$ cat config.mk
export PLATFORM = sky130hd
export DESIGN_NAME = crc_forge
export DESIGN_NICKNAME = d
export VERILOG_FILES = /design/src/rtl/crc_forge_pkg.sv /design/src/rtl/crc_fifo.sv /design/src/rtl/crc_engine.sv /design/src/rtl/crc_sticky.sv /design/src/rtl/crc_forge.sv
export SDC_FILE = /design/constraint.sdc
export NUM_CORES = 1
export LEC_CHECK = 0
export ABC_AREA = 0
export BUFFER_PORTS_ARGS = -buffer_cell sky130_fd_sc_hd__buf_2
export CORE_ASPECT_RATIO = 1.25
export CORE_MARGIN = 3
export CORE_UTILIZATION = 26
export DETAILED_ROUTE_END_ITERATION = 7
export SYNTH_ARGS = -nofsm -noshare
export SYNTH_HDL_FRONTEND = slang
export SYNTH_SLANG_ARGS = --single-unit
$ cat constraint.sdc
create_clock -name clk -period 13.7 [get_ports clk]
set_clock_uncertainty 0.2 [all_clocks]
set_input_delay 1.37 -clock clk [delete_from_list [all_inputs] [get_ports clk]]
set_output_delay 1.37 -clock clk [all_outputs]
set_load 0.01 [all_outputs]
$ cat src/rtl/crc_forge_pkg.sv
`timescale 1ns/1ps
package crc_forge_pkg;

   localparam int unsigned DATA_W = 32;

   typedef enum logic [1:0] {
      WID_8   = 2'd0,
      WID_16  = 2'd1,
      WID_32  = 2'd2,
      WID_32X = 2'd3
   } wid_e;

   typedef enum logic [2:0] {
      SEL_DATA = 3'd0,
      SEL_POLY = 3'd1,
      SEL_SEED = 3'd2,
      SEL_CFG  = 3'd3,
      SEL_CLR  = 3'd4
   } sel_e;

   // Bit 9 down to bit 0 of a configuration write.
   typedef struct packed {
      logic       run;
      logic       irq_on_done;
      logic       lsb_first;
      wid_e       wid;
      logic [4:0] order_m1;
   } cfg_t;

   function automatic int unsigned wid_bits(wid_e w);
      case (w)
         WID_8:   return 8;
         WID_16:  return 16;
         default: return 32;
      endcase
   endfunction

endpackage

$ cat src/rtl/crc_fifo.sv
`timescale 1ns/1ps
module crc_fifo #(
   parameter int unsigned W     = 32,
   parameter int unsigned DEPTH = 16,
   localparam int unsigned PTR_W = $clog2(DEPTH),
   localparam int unsigned CNT_W = $clog2(DEPTH + 1)
) (
   input  logic             clk,
   input  logic             rst_n,
   input  logic             push,
   input  logic [W-1:0]     push_data,
   input  logic             pop,
   input  logic [CNT_W-1:0] cap,
   output logic [W-1:0]     pop_data,
   output logic [CNT_W-1:0] count,
   output logic             full,
   output logic             empty,
   output logic             empty_evt,
   output logic             drop
);

   logic [W-1:0]     mem [DEPTH];
   logic [PTR_W-1:0] rd_ptr, wr_ptr;
   logic             push_ok, pop_ok;

   assign full      = (count >= cap);
   assign empty     = (count == '0);
   assign push_ok   = push && !full;
   assign pop_ok    = pop && !empty;
   assign drop      = push && full;
   assign empty_evt = pop_ok && (count == CNT_W'(1)) && !push_ok;
   assign pop_data  = mem[rd_ptr];

   always_ff @(posedge clk) begin
      if (push_ok) mem[wr_ptr] <= push_data;
   end

   always_ff @(posedge clk) begin
      if (!rst_n) begin
         rd_ptr <= '0;
         wr_ptr <= '0;
         count  <= '0;
      end else begin
         if (push_ok) wr_ptr <= wr_ptr + 1'b1;
         if (pop_ok)  rd_ptr <= rd_ptr + 1'b1;
         count <= count + CNT_W'(push_ok) - CNT_W'(pop_ok);
      end
   end

endmodule

$ cat src/rtl/crc_engine.sv
`timescale 1ns/1ps
module crc_engine import crc_forge_pkg::*; #(
   parameter int unsigned W     = 32,
   parameter int unsigned STEPS = 2,
   localparam int unsigned ORD_W = $clog2(W),
   localparam int unsigned CNT_W = $clog2(W + 1)
) (
   input  logic             clk,
   input  logic             rst_n,
   input  logic [ORD_W-1:0] order_m1,
   input  logic [W-1:0]     poly,
   input  wid_e             wid,
   input  logic             lsb_first,
   input  logic             seed_we,
   input  logic [W-1:0]     seed,
   input  logic             load,
   input  logic [W-1:0]     load_data,
   output logic [W-1:0]     crc_out,
   output logic             idle,
   output logic             last
);

   logic [W-1:0]     crc, sbuf, mask, crc_nxt, sbuf_nxt;
   logic [CNT_W-1:0] left, nbits;

   assign mask    = {W{1'b1}} >> (ORD_W'(W - 1) - order_m1);
   assign crc_out = crc & mask;
   assign idle    = (left == '0);
   assign last    = (left == CNT_W'(STEPS));
   assign nbits   = CNT_W'(wid_bits(wid));

   // STEPS serial LFSR steps unrolled into one clock.
   always_comb begin
      logic [W-1:0] c, b;
      logic         din, fb;
      c = crc;
      b = sbuf;
      for (int k = 0; k < STEPS; k++) begin
         din = lsb_first ? b[0] : b[W-1];
         fb  = din ^ c[order_m1];
         c   = ((c << 1) ^ (fb ? poly : '0)) & mask;
         b   = lsb_first ? (b >> 1) : (b << 1);
      end
      crc_nxt  = c;
      sbuf_nxt = b;
   end

   always_ff @(posedge clk) begin
      if (!rst_n) begin
         crc  <= '0;
         sbuf <= '0;
         left <= '0;
      end else if (!idle) begin
         crc  <= crc_nxt;
         sbuf <= sbuf_nxt;
         left <= left - CNT_W'(STEPS);
      end else begin
         if (seed_we) crc <= seed;
         if (load) begin
            sbuf <= lsb_first ? load_data : (load_data << (W - wid_bits(wid)));
            left <= nbits;
         end
      end
   end

endmodule

$ cat src/rtl/crc_sticky.sv
`timescale 1ns/1ps
module crc_sticky (
   input  logic clk,
   input  logic rst_n,
   input  logic set,
   input  logic clr,
   output logic q
);

   always_ff @(posedge clk) begin
      if (!rst_n) q <= 1'b0;
      else        q <= set | (q & ~clr);
   end

endmodule

$ cat src/rtl/crc_forge.sv
`timescale 1ns/1ps
module crc_forge import crc_forge_pkg::*; #(
   parameter int unsigned FIFO_BITS = 128,
   parameter int unsigned STEPS     = 2,
   localparam int unsigned DEPTH    = FIFO_BITS / 8,
   localparam int unsigned CNT_W    = $clog2(DEPTH + 1)
) (
   input  logic              clk,
   input  logic              rst_n,
   input  logic              wr_en,
   input  logic [2:0]        wr_sel,
   input  logic [DATA_W-1:0] wr_data,
   output logic [DATA_W-1:0] result,
   output logic              irq,
   output logic              fifo_full,
   output logic              fifo_empty,
   output logic              overflow
);

   if (FIFO_BITS < 32 || (FIFO_BITS & (FIFO_BITS - 1)) != 0) begin : g_bad_fifo
      $error("crc_forge: FIFO_BITS must be a power of two of at least 32");
   end
   if (STEPS == 0 || (8 % STEPS) != 0) begin : g_bad_steps
      $error("crc_forge: STEPS must divide 8");
   end

   cfg_t              cfg;
   logic [DATA_W-1:0] poly;
   logic [CNT_W-1:0]  cap, fifo_count;
   logic [DATA_W-1:0] fifo_head;
   logic              hit_data, hit_seed, hit_clr;
   logic              fifo_pop, eng_idle, eng_last;
   logic              empty_evt, drop_evt, done_evt, irq_set;
   logic              cfg_run, cfg_irq_sel;

   assign hit_data    = wr_en && (wr_sel == SEL_DATA);
   assign hit_seed    = wr_en && (wr_sel == SEL_SEED);
   assign hit_clr     = wr_en && (wr_sel == SEL_CLR);
   assign cfg_run     = cfg.run;
   assign cfg_irq_sel = cfg.irq_on_done;

   always_comb begin
      case (cfg.wid)
         WID_8:   cap = CNT_W'(DEPTH);
         WID_16:  cap = CNT_W'(DEPTH / 2);
         default: cap = CNT_W'(DEPTH / 4);
      endcase
   end

   always_ff @(posedge clk) begin
      if (!rst_n) begin
         cfg  <= '{run: 1'b0, irq_on_done: 1'b0, lsb_first: 1'b0, wid: WID_32, order_m1: 5'd31};
         poly <= '0;
      end else if (wr_en) begin
         if (wr_sel == SEL_CFG)  cfg  <= cfg_t'(wr_data[9:0]);
         if (wr_sel == SEL_POLY) poly <= wr_data;
      end
   end

   assign fifo_pop = cfg.run && eng_idle && !fifo_empty;
   assign done_evt = eng_last && fifo_empty;
   assign irq_set  = cfg.irq_on_done ? done_evt : empty_evt;

   crc_fifo #(.W(DATA_W), .DEPTH(DEPTH)) u_fifo (
      .clk       (clk),
      .rst_n     (rst_n),
      .push      (hit_data),
      .push_data (wr_data),
      .pop       (fifo_pop),
      .cap       (cap),
      .pop_data  (fifo_head),
      .count     (fifo_count),
      .full      (fifo_full),
      .empty     (fifo_empty),
      .empty_evt (empty_evt),
      .drop      (drop_evt)
   );

   crc_engine #(.W(DATA_W), .STEPS(STEPS)) u_engine (
      .clk       (clk),
      .rst_n     (rst_n),
      .order_m1  (cfg.order_m1),
      .poly      (poly),
      .wid       (cfg.wid),
      .lsb_first (cfg.lsb_first),
      .seed_we   (hit_seed),
      .seed      (wr_data),
      .load      (fifo_pop),
      .load_data (fifo_head),
      .crc_out   (result),
      .idle      (eng_idle),
      .last      (eng_last)
   );

   crc_sticky u_irq_flag (
      .clk   (clk),
      .rst_n (rst_n),
      .set   (irq_set),
      .clr   (hit_clr && wr_data[0]),
      .q     (irq)
   );

   crc_sticky u_ovf_flag (
      .clk   (clk),
      .rst_n (rst_n),
      .set   (drop_evt),
      .clr   (hit_clr && wr_data[1]),
      .q     (overflow)
   );

endmodule

==> flow_metrics.py <==
metrics = {
    "run_status": {
        "status": "finished, final reports clean",
    },
    "timing": {
        "rsz0062_at_grt": "no",
        "whs_ns": 0.280,
        "slew_violations": 0,
        "clock.fmax_ghz": 0.184,
        "setup_tns_ns": 0,
        "tightest_slew_ns": 1.19,
        "finalSetupViolCount": 0,
        "hold_viol_final": 0,
        "setup_ws_ns": 8.27,
        "min_period_ns": 5.43,
        "slew_headroom_pct": 18.5,
        "period_share_pct": 39.7,
    },
    "drt": {
        "wire_per_inst_um": 22.2,
        "dr.pass1.iters": 6,
        "drcViolationCount": 0,
        "first_iter_violations": 1809,
        "viasPerCell": 5.06,
        "ant_nets": 0,
        "via_count": 17600,
        "wirelength_um": 77300,
    },
    "critical_path": {
        "critical_path.max_fanout": 34,
        "worst_path_largest_cell_delay_ns": 0.67,
        "critical_path_class": "flop to flop",
        "critPathCaptureType": "flop",
        "critPathArrivalTime_ns": 5.72,
        "cpMostUsedCell": "nand3_2",
        "cp-start-kind": "flop",
        "crit_chain": "buf_4, mux2i_1, mux4_2, a22oi_4, nand3_2, a2111oi_0, a211oi_1, a221oi_2, a2111oi_4, o211ai_2, nand3_2, and4_1, o311a_1",
        "critPathSlowestCell": "nand3_2",
        "critPathRequiredTime_ns": 13.99,
    },
    "cts": {
        "cts_buffer_depth": 3,
        "holdBufCountCts": 0,
        "path_clk_slew_ns": 0.07,
        "postCtsSetupBuffers": 0,
        "tritoncts": "built",
        "clkSinkCount": 642,
        "clk_latency_ns": 0.60,
        "cts_max_level": 3,
        "cts_resized": 0,
        "cts_root_buffer": "clkbuf_16",
        "cts_inserted_buffers": 66,
    },
    "logic_synthesis": {
        "ys_async_sr_fraction_pct": 0,
        "synth-edff-count": 512,
        "ys_seq_elements": 642,
        "synth_area_per_cell_um2": 14.7,
        "synthFlopType": "edfxtp_1",
        "synth_area_leaders": "edfxtp_1, mux4_2, dfxtp_1",
        "synth.distinct_cells": 85,
        "yosysSeqAreaShare_pct": 62.9,
        "netlist_area_mm2": 0.0286,
        "synth_top_cells_by_count": "edfxtp_1, nand2_1, mux4_2",
        "synth_top_area_cell": "edfxtp_1",
        "yosysMostFrequentCell": "edfxtp_1",
        "netlist.area_leader.share_pct": 53.8,
        "yosysWarnings": 0,
        "synthCells": 1949,
        "synth_nets": 2003,
    },
    "grt": {
        "antenna_found_initial": 13,
        "grt_usage_pct": 13.5,
        "grt_pass1_vias": 17300,
        "grt_max_degree": 92,
        "grt_pass1_wl_um": 115000,
        "grt_overflow": 0,
    },
    "cells_and_area": {
        "drive_gt1_share_pct": 22.8,
        "fin_cells": 3486,
        "syn_to_final_growth_pct": 14.3,
        "num-nets-final": 2045,
        "regArea_mm2": 0.0180,
        "multi_input_area_mm2": 0.00999,
        "fillers": 10800,
    },
    "place": {
        "gp_congestion": 0.885,
        "place_inst": 3361,
        "pre_cts_ws_ns": 8.40,
        "dp.final_hpwl_um": 47500,
        "io_buffers": 73,
    },
    "pwr": {
        "p_leak_uw": 0.0101,
        "powerDensity_mw_per_mm2": 154,
        "ir_worst_vdd_v": 0.000126,
    },
    "floorplanning": {
        "io_pins": 74,
        "rows": 135,
        "core-area_mm2": 0.109,
        "start_util_pct": 26.3,
        "die_h_um": 377,
        "die_x_um": 303,
        "dieArea_mm2": 0.114,
    },
    "run": {
        "cap_violations": 0,
    },
    "worst_hold_path": {
        "min_path_type": "flop to flop",
    },
}
-- layout make-up --
cell class | count | area share [%]
multi-input combinational | 1133 | 30.6
inverter | 40 | 0.460
clock buffer | 80 | 5.44
antenna | 5 | 0.0383
clock inverter | 40 | 0.908
timing repair buffer | 108 | 1.97
sequential | 642 | 55.1
tap | 1438 | 5.51
-- cell usage in the layout, fill, tap and decap left out, drive strengths merged, types with 19 or more instances in the layout --
cell type  count
buf          108
dfxtp        130
a222oi        26
nand2        223
a21oi         32
edfxtp       512
o21ai         84
nand4         20
nand3         38
inv           44
and2          25
clkbuf        80
a31oi         43
a21boi        41
mux4         171
mux2i         24
clkinv        33
mux2          28
nor2          90
o211ai        19
nor2b         49
-- critical path: cells and delay by family, from the launching register on --
kind	cells	cell delay (ns)
AOI/OAI and AO/OA	7	1.97
buffers and inverters	1	0.36
DFF	1	0.32
muxes	2	0.70
and+or+nand+nor	3	1.73
-- state kept, by name (all words and copies together), names as in the netlist, 4 cells and up, named ones only --
register,cells
u_fifo.wr_ptr,4
u_fifo.mem,512
u_engine.left,5
u_fifo.count,5
cfg,8
u_engine.crc,32
poly,32
u_engine.sbuf,32
u_fifo.rd_ptr,4
-- stage by stage --
stage | util, % | instance area [um2] | total power [uW]
after global routing | 30.0 | 32600 | 5250
final | 30.0 | 32700 | 5010
after detailed placement | 28.1 | 30600 | 3310
after floorplan | - | 28600 | 2990
after global placement | 28.1 | 30600 | 3310
after CTS | 30.0 | 32600 | 5060
-- where the power goes --
| group | internal (uW) | switching, uW | total, uW |
|---|---|---|---|
| logic | 348 | 671 | 1020 |
| registers | 2170 | 89.5 | 2260 |
| clock network | 973 | 760 | 1730 |
-- worst paths after layout --
| check | to | start | slack, ns | cells past startpoint |
|---|---|---|---|---|
| worst max-delay path | u_engine.crc[4] | cfg[1] | 8.27 | 13 |
| worst min register to register | u_engine.left[1] | u_engine.left[1] | 0.28 | 1 |
| worst max register to register | u_engine.crc[4] | cfg[1] | 8.27 | 13 |
| worst min-delay path | u_engine.left[1] | u_engine.left[1] | 0.28 | 1 |
-- per-layer routing --
layer  vias up  share of wire (%)  global-route usage [%]
met4        10                3.1                    4.47
li1       7780                  -                       -
met2       662                 49                    22.5
met1      9035                 41                    17.4
met3       143                6.8                    2.72
met5         -              0.063                       0
-- cells by family after synthesis --
kind of cell               share of synthesized area (%)
buffers and inverters                               2.55
DFF                                                 62.9
adders and majority gates                          0.727
and+or+nand+nor                                     8.82
xor gates and xnor gates                           0.674
AOI/OAI and AO/OA                                   8.85
muxes                                               15.5
No activity file was read; power rests on OpenSTA's default activity.
